### src/rtl/mc_pkg.sv
// Shared constants for the product-term macrocell: term count and the
// bit offsets of the fixed fields in the configuration word.
package mc_pkg;
    localparam int NUM_PT    = 5;
    localparam int OFS_REG   = 0;
    localparam int OFS_TGL   = 1;
    localparam int OFS_CKS   = 2;
    localparam int OFS_PTEN  = 3;
    localparam int OFS_EXPEN = OFS_PTEN + NUM_PT;
    localparam int OFS_LEND  = OFS_EXPEN + NUM_PT;
    localparam int OFS_LIT   = OFS_LEND + NUM_PT;

    typedef enum logic {FF_D = 1'b0, FF_T = 1'b1} ff_kind_e;
endpackage

### src/rtl/mc_cfg_chain.sv
// Serial configuration register. Shifts one bit in at bit 0 per clock
// while load is high. Assumes the caller sends the top bit first.
module mc_cfg_chain #(
    parameter int W = 118
) (
    input  logic         clk,
    input  logic         rst_n,
    input  logic         load,
    input  logic         din,
    output logic [W-1:0] cfg
);
    // shift register: clear on reset, shift while loading
    always_ff @(posedge clk) begin
        if (!rst_n)    cfg <= '0;
        else if (load) cfg <= {cfg[W-2:0], din};
    end

    AST_SHIFT_IN: assert property (@(posedge clk) disable iff (!rst_n)
        load |=> (cfg[0] == $past(din)));
endmodule

### src/rtl/mc_and_array.sv
// Programmable AND plane: each term is the AND of the selected true and
// complemented array inputs. A term with nothing selected is 1.
module mc_and_array
    import mc_pkg::*;
#(
    parameter int AW = 10
) (
    input  logic [AW-1:0]        x,
    input  logic [NUM_PT*AW-1:0] lit_t,
    input  logic [NUM_PT*AW-1:0] lit_c,
    output logic [NUM_PT-1:0]    pt
);
    for (genvar k = 0; k < NUM_PT; k++) begin : g_term
        // one product term: every selected literal must hold
        always_comb pt[k] = &((~lit_t[k*AW +: AW] | x) & (~lit_c[k*AW +: AW] | ~x));
    end
endmodule

### src/rtl/mc_sum_sel.sv
// Selection matrix and OR gate: gathers the enabled local terms and the
// enabled borrowed terms into one sum bit.
module mc_sum_sel
    import mc_pkg::*;
(
    input  logic [NUM_PT-1:0] pt,
    input  logic [NUM_PT-1:0] pt_en,
    input  logic [NUM_PT-1:0] pexp_in,
    input  logic [NUM_PT-1:0] exp_en,
    output logic              sum
);
    // OR of the chosen local and borrowed terms
    always_comb sum = |(pt & pt_en) | |(pexp_in & exp_en);
endmodule

### src/rtl/mc_flop.sv
// Configurable storage element. D or T behaviour. The update edge is
// every clk edge, or a clk edge where the term clock has just risen.
// The term clock is sampled as data and is never used as a real clock.
module mc_flop
    import mc_pkg::*;
(
    input  logic     clk,
    input  logic     rst_n,
    input  logic     clr,
    input  logic     d,
    input  ff_kind_e kind,
    input  logic     clk_sel,
    input  logic     ptclk,
    output logic     q
);
    logic ptclk_q;
    logic upd;

    // update qualifier from the selected clock source
    always_comb upd = clk_sel ? (ptclk & ~ptclk_q) : 1'b1;

    // previous value of the term clock, for rise detection
    always_ff @(posedge clk) begin
        if (!rst_n || clr) ptclk_q <= 1'b0;
        else               ptclk_q <= ptclk;
    end

    // state: clear on reset or load, else D or T update
    always_ff @(posedge clk) begin
        if (!rst_n || clr) q <= 1'b0;
        else if (upd)      q <= (kind == FF_T) ? (q ^ d) : d;
    end

    AST_RESET_CLEARS: assert property (@(posedge clk)
        !rst_n |=> (q == 1'b0));
    AST_D_CAPTURE: assert property (@(posedge clk) disable iff (!rst_n)
        (upd && kind == FF_D && !clr) |=> (q == $past(d)));
    AST_T_TOGGLE: assert property (@(posedge clk) disable iff (!rst_n)
        (upd && kind == FF_T && !clr) |=> (q == ($past(q) ^ $past(d))));
    AST_HOLD_NO_EDGE: assert property (@(posedge clk) disable iff (!rst_n)
        (!upd && !clr) |=> $stable(q));
endmodule

### src/rtl/pt_macrocell.sv
// Product-term macrocell top. Decodes the configuration word, forms the
// five terms, selects them into the sum, and drives the output either
// directly or through the flip-flop. All outputs stay 0 while loading.
module pt_macrocell
    import mc_pkg::*;
#(
    parameter int N_IN  = 8,
    parameter int N_SHR = 2
) (
    input  logic              clk,
    input  logic              rst_n,
    input  logic              cfg_load,
    input  logic              cfg_din,
    input  logic [N_IN-1:0]   gin,
    input  logic [N_SHR-1:0]  shr_in,
    input  logic [NUM_PT-1:0] pexp_in,
    output logic [NUM_PT-1:0] pexp_out,
    output logic              shr_out,
    output logic              mc_out,
    output logic              fb_out
);
    localparam int AW    = N_IN + N_SHR;
    localparam int CFG_W = OFS_LIT + 2 * NUM_PT * AW;

    logic [CFG_W-1:0]     cfg;
    logic [NUM_PT*AW-1:0] lit_t;
    logic [NUM_PT*AW-1:0] lit_c;
    logic [NUM_PT-1:0]    pt;
    logic [NUM_PT-1:0]    pt_en, exp_en, lend;
    logic [AW-1:0]        x;
    logic                 sum, q, reg_mode, clk_sel;
    ff_kind_e             kind;

    mc_cfg_chain #(.W(CFG_W)) i_chain (
        .clk(clk), .rst_n(rst_n), .load(cfg_load), .din(cfg_din), .cfg(cfg)
    );

    // field decode of the configuration word
    always_comb begin
        reg_mode = cfg[OFS_REG];
        kind     = ff_kind_e'(cfg[OFS_TGL]);
        clk_sel  = cfg[OFS_CKS];
        pt_en    = cfg[OFS_PTEN  +: NUM_PT];
        exp_en   = cfg[OFS_EXPEN +: NUM_PT];
        lend     = cfg[OFS_LEND  +: NUM_PT];
        x        = {shr_in, gin};
    end

    for (genvar k = 0; k < NUM_PT; k++) begin : g_lit
        assign lit_t[k*AW +: AW] = cfg[OFS_LIT + k*2*AW      +: AW];
        assign lit_c[k*AW +: AW] = cfg[OFS_LIT + k*2*AW + AW +: AW];
    end

    mc_and_array #(.AW(AW)) i_and (
        .x(x), .lit_t(lit_t), .lit_c(lit_c), .pt(pt)
    );

    mc_sum_sel i_sum (
        .pt(pt), .pt_en(pt_en), .pexp_in(pexp_in), .exp_en(exp_en), .sum(sum)
    );

    mc_flop i_ff (
        .clk(clk), .rst_n(rst_n), .clr(cfg_load), .d(sum), .kind(kind),
        .clk_sel(clk_sel), .ptclk(pt[0]), .q(q)
    );

    // output stage, forced quiet during loading
    always_comb begin
        pexp_out = cfg_load ? '0 : (pt & lend);
        shr_out  = ~cfg_load & ~pt[NUM_PT-1];
        mc_out   = ~cfg_load & (reg_mode ? q : sum);
        fb_out   = ~cfg_load & q;
    end

    AST_BORROW_REACHES_OUT: assert property (@(posedge clk) disable iff (!rst_n)
        (!cfg_load && !reg_mode && |(pexp_in & exp_en)) |-> mc_out);
endmodule

### config.mk
export PLATFORM = sky130hd
export DESIGN_NAME = pt_macrocell
export DESIGN_NICKNAME = d
export VERILOG_FILES = /design/src/rtl/mc_pkg.sv /design/src/rtl/mc_cfg_chain.sv /design/src/rtl/mc_and_array.sv /design/src/rtl/mc_sum_sel.sv /design/src/rtl/mc_flop.sv /design/src/rtl/pt_macrocell.sv
export SDC_FILE = /design/constraint.sdc
export NUM_CORES = 1
export LEC_CHECK = 0
export BUFFER_PORTS_ARGS = -buffer_cell sky130_fd_sc_hd__buf_2
export CORE_MARGIN = 2
export CORE_UTILIZATION = 25
export DETAILED_ROUTE_END_ITERATION = 8
export PLACE_DENSITY = 0.43
export SKIP_CTS_REPAIR_TIMING = 1
export SLEW_MARGIN = 10
export SYNTH_ARGS = -nofsm -noshare
export SYNTH_HDL_FRONTEND = slang
export SYNTH_SLANG_ARGS = --single-unit
export TNS_END_PERCENT = 50
### constraint.sdc
create_clock -name clk -period 2.1 [get_ports clk]
set_clock_uncertainty 0.05 [all_clocks]
set_input_delay 0.21 -clock clk [delete_from_list [all_inputs] [get_ports clk]]
set_output_delay 0.21 -clock clk [all_outputs]
set_load 0.02 [all_outputs]
# --- Yosys cells after proc, flatten, opt, wreduce, memory -nomap -nowiden ---
# Index checks and enable logic that the tools add are counted.
classes:
  reduce_logical: 9
  bitwise_logic: 38
  n_mux: 4
op_table:
  columns: ["operator", "count"]
  rows:
  - ["$not 10->10", 11]
  - ["$or 10x10->10", 10]
  - ["$and 10x10->10", 5]
  - ["$reduce_and 10->1", 5]
  - ["$and 5x5->5", 3]
  - ["$reduce_or 5->1", 2]
  - ["$mux 5", 1]
  - ["$and 1x1->1", 4]
  - ["$mux 1", 3]
  - ["$not 1->1", 3]
  - ["$logic_not 1->1", 1]
  - ["$logic_or 1x1->1", 1]
  - ["$or 1x1->1", 1]
  - ["$xor 1x1->1", 1]
totals:
  elab_cells: 54
  inputBits: 19
  output_inout_bits: 8
  regBits: 120

# --- Logic depth before layout (Yosys ltp) ---
logic_depth:
  word_depth: 9
  ltp_mapped: 8

# --- Hierarchy ---
# From an unflattened synthesis, not the netlist that was laid out.
unflattened:
  hier_cells: 501
  hier_area_um2: 5421.4
modules_own_cells:
  columns: ["module", "cells_per_inst", "n_inst", "area_per_inst_um2"]
  rows:
  - ["mc_cfg_chain", 380, 1, 4450.5]
  - ["mc_and_array", 90, 1, 744.5]
  - ["mc_flop", 10, 1, 105.1]
  - ["pt_macrocell", 15, 1, 68.8]
  - ["mc_sum_sel", 6, 1, 52.6]

# --- Least setup slack after synthesis ---
# Ideal clock, no wire load.
synth_timing:
  path_kind: "input port to output port"
  from: "in gin[4]"
  to: "out mc_out"
  stages: 8
  arrival_time_ns: 1.649
  required_time_ns: 1.840
  slack_ns: 0.191
  cell_sequence: "buf_2 -> mux2i_1 -> nand2_1 -> nor4_1 -> nand3_1 -> o2111ai_1 -> mux2i_1 -> nor2_1"
synth_via:
  elab_chain_cells: 9
  elab_cells_between_ends: 26
  classes_between: "1 x mux; 19 x bitwise; 6 x reduce/logical"
synth_lines:
  columns: ["element", "line_no", "rtl"]
  rows:
  - ["start: declaration", "pt_macrocell.sv:14", "input logic [N_IN-1:0] gin,"]
  - ["$not 10->10", "mc_and_array.sv:15", "always_comb pt[k] = &((~lit_t[k*AW +: AW] | x) & (~lit_c[k*AW +: AW] | ~x));"]
  - ["$or 10x10->10", "mc_and_array.sv:15", null]
  - ["$and 10x10->10", "mc_and_array.sv:15", null]
  - ["$reduce_and 10->1", "mc_and_array.sv:15", null]
  - ["$and 5x5->5 *", "mc_sum_sel.sv:13", "always_comb sum = |(pt & pt_en) | |(pexp_in & exp_en);"]
  - ["$reduce_or 5->1 *", "mc_sum_sel.sv:13", null]
  - ["$or 1x1->1 *", "mc_sum_sel.sv:13", null]
  - ["$mux 1 *", "pt_macrocell.sv:71", "mc_out = ~cfg_load & (reg_mode ? q : sum);"]
  - ["$and 1x1->1 *", "pt_macrocell.sv:71", null]
  - ["end: declaration", "pt_macrocell.sv:19", "output logic mc_out,"]
# Mark *: on every way between the ends. The rest lies on a longest branch, timed or not.

# --- Worst setup path in the final report ---
layout_timing:
  from: "reg i_chain.cfg[36]"
  to: "out mc_out"
layout_via:
  elab_chain_cells: 9
layout_lines:
  columns: ["element", "line_no", "rtl"]
  rows:
  - ["start: declaration", "mc_cfg_chain.sv:10", "output logic [W-1:0] cfg"]
  - ["start signal: assignment", "mc_cfg_chain.sv:15", "else if (load) cfg <= {cfg[W-2:0], din};"]
  - ["$not 10->10", "mc_and_array.sv:15", null]
  - ["$or 10x10->10", "mc_and_array.sv:15", null]
  - ["$and 10x10->10", "mc_and_array.sv:15", null]
  - ["$reduce_and 10->1", "mc_and_array.sv:15", null]
  - ["$and 5x5->5", "mc_sum_sel.sv:13", null]
  - ["$reduce_or 5->1", "mc_sum_sel.sv:13", null]
  - ["$or 1x1->1", "mc_sum_sel.sv:13", null]
  - ["$mux 1", "pt_macrocell.sv:71", null]
  - ["$and 1x1->1", "pt_macrocell.sv:71", null]
# Every way passes these cells.

==> flow_summary.toml <==
[critical_path]
cp_common_cell = "mux2i_1"
slowest_delay_ns = 0.35
cp_slowest_cell = "dfxtp_1"
worst-r2r-setup-slack_ns = 0.26
critPathCaptureType = "output port"
path_class = "reg -> out"
worstReg2RegEnd = "i_ff.q"
r2r_start = "i_chain.cfg[9]"
path_cells = "mux2i_1, nand2_1, nor4_2, nand3_1, o2111ai_2, mux2i_1, nor2_1, buf_4"
cp_max_fo = 3
r2r_cells = 6
critPathArrivalTime_ns = 2.08
required_ns = 1.84
cp-endpoint = "mc_out"
crit_path_start = "i_chain.cfg[36]"
startpoint_type = "flop"

[sta]
worst_slack_ns = -0.241
maxSlewHeadroom = 0.578
worst_pin_slew_ns = 0.633
fin_crit_ns = 2.34
finalHoldViolCount = 0
max_freq_mhz = 427
rsz0062_at_grt = "true"
finalSetupViolCount = 1
post-route-period-util = 1.11
slew_violations = 0
setup_tns_ns = -0.241

[yosys]
syn_inst = 497
synth_area_leaders = "dfxtp_1 (45%), mux2i_1 (30%), nor2b_1 (15%)"
yosys_warnings = 0
synth_common_cells = "mux2i_1 (159), nor2b_1 (123), dfxtp_1 (120)"
synth-async-reset-ratio = 0
ys.flop_type = "dfxtp_1"
yosysSeqAreaShare = 0.453
ys_types = 30
syn-num-nets = 516
synth_enable_flop_cells = 0
synth_top_cell_by_area = "dfxtp_1"
synth_top_area_share = 0.453
syn_area_per_cell_um2 = 10.7
yosysMostFrequentCell = "mux2i_1"
ys_ff_latch = 120
synth_area_um2 = 5300

[finish]
register_area_um2 = 2410
area_growth_pct = 24.1
finalNonFillerCells = 818
finalNetCount = 550
multi_input_area_um2 = 2780
num-fill-cells = 2124
layout-drive-gt1-share = 0.188
diodes = 0
postLayoutCoreUtil = 0.315

[clocking]
cts_made_buffers = 17
path_clk_slew_ns = 0.05
h-tree-depth = 4
clock_path_buffers = 2
clock-sinks = 120
tritoncts = "done"
cts_root_buffer = "clkbuf_16"
clock_latency_ns = 0.41

[power_and_ir_drop]
power.density_nw_per_um2 = 830
ir_drop_uv = 395
leakagePower_nw = 2.76

[global_route]
overflow = 0
grtUsageMet3 = 0.0332
grt_pass1_wl_mm = 19.5
grt_pass1_vias = 3489
top_usage_layer = "met2"
grtUsageMet1 = 0.150
met2_usage = 0.187
grt_antenna_before_repair = 0
grt_max_degree = 119
grt_usage = 0.116

[route]
num_vias = 3467
via_per_inst = 4.24
drtIter0Drc = 130
ant_nets = 0
drtPass1Iterations = 4
wl_mm = 12.4
wire_per_inst_um = 15.1
drc_errors = 0

[placed_design]
gp_congestion = 0.731
dp.cells = 785
place_ws_ns = -0.0724
io_buffer_count = 26
hpwl_mm = 8.58

[run_status]
outcome = "complete, but fails checks"
failed_checks = "setup timing"

[floorplan]
fp.dieH_um = 150
rows = 53
die_w_um = 150
initial_core_util = 0.254
die_area_um2 = 22400
core_area_um2 = 20900
io_pins = 27

[min_path]
hold_class = "in -> reg"

[run]
maxCapViolCount = 0
-- layout by cell type (no fill, tap or decap), types with 2 or more instances in the layout --
cell type,instances
mux2i_1,158
nor2b_1,123
dfxtp_1,111
buf_2,21
buf_4,19
clkbuf_16,17
nand2_1,13
dfxtp_2,9
buf_12,8
nand4_1,7
clkinv_2,6
nor2_1,4
buf_6,4
mux2_1,3
bufinv_16,3
clkbuf_1,3
a211oi_2,2
and4b_1,2
nor4_2,2
nand3_1,2
nand2b_1,2
inv_1,2
a21boi_0,2
-- report_power, final --
group / switching, mW / internal (mW) / total [mW]
Sequential: 0.00259 / 2.28 / 2.28
Clock: 1.02 / 1.87 / 2.89
Combinational: 0.142 / 0.145 / 0.287
Total: 1.16 / 4.30 / 5.46
-- worst min path at each step --
| stage | end | slack [ns] | start | cells past startpoint |
|---|---|---|---|---|
| detailed placement | i_chain.cfg[0] | 0.43 | cfg_din | 3 |
| finish | i_chain.cfg[0] | 0.009 | cfg_din | 3 |
| global placement | i_chain.cfg[0] | 0.42 | cfg_din | 3 |
| floorplan | i_chain.cfg[0] | 0.33 | cfg_din | 2 |
| CTS | i_chain.cfg[0] | -0.007 | cfg_din | 3 |
| global route | i_chain.cfg[0] | 0.007 | cfg_din | 3 |
-- metal layers --
layer / share of wire / wire, um
met1: 0.49 / 6010
met5: 0 / 0
met4: 0.014 / 174
met2: 0.47 / 5860
met3: 0.026 / 319
-- final cells by class --
cell class | instances | share of cell area
Multi-Input combinational cell | 338 | 0.423
Sequential cell | 120 | 0.367
Timing Repair Buffer | 52 | 0.0688
Clock buffer | 21 | 0.0685
Tap cell | 275 | 0.0523
Clock inverter | 10 | 0.0194
Inverter | 2 | 0.00114
-- cells by family after synthesis --
| kind of cell | share of synthesized area |
|---|---|
| AND/OR/NAND/NOR | 0.182 |
| AO/OA/AOI/OAI | 0.0215 |
| buffers and inverters | 0.0340 |
| multiplexers | 0.309 |
| flip-flops | 0.453 |
-- worst max-delay path: cells and delay by family, from the launching register on --
family	cells	cell delay, ns
buf+inv	1	0.15
compound gates	1	0.29
simple gates	4	0.62
mux	2	0.27
flops	1	0.35
-- state kept, by name (all words and copies together) (netlist names) --
register,cells
i_chain.cfg,118
i_ff.q,1
i_ff.ptclk_q,1
-- per-stage QoR --
step	total power [mW]	hold slack, ns	cell area [um2]
floorplan	2.53	0.330	5300
global placement	2.62	0.417	5890
detailed placement	2.62	0.429	5890
CTS	5.54	-0.00744	6470
global route	5.65	0.00743	6580
finish	5.46	0.00924	6580
No activity file was read; power rests on OpenSTA's default activity.
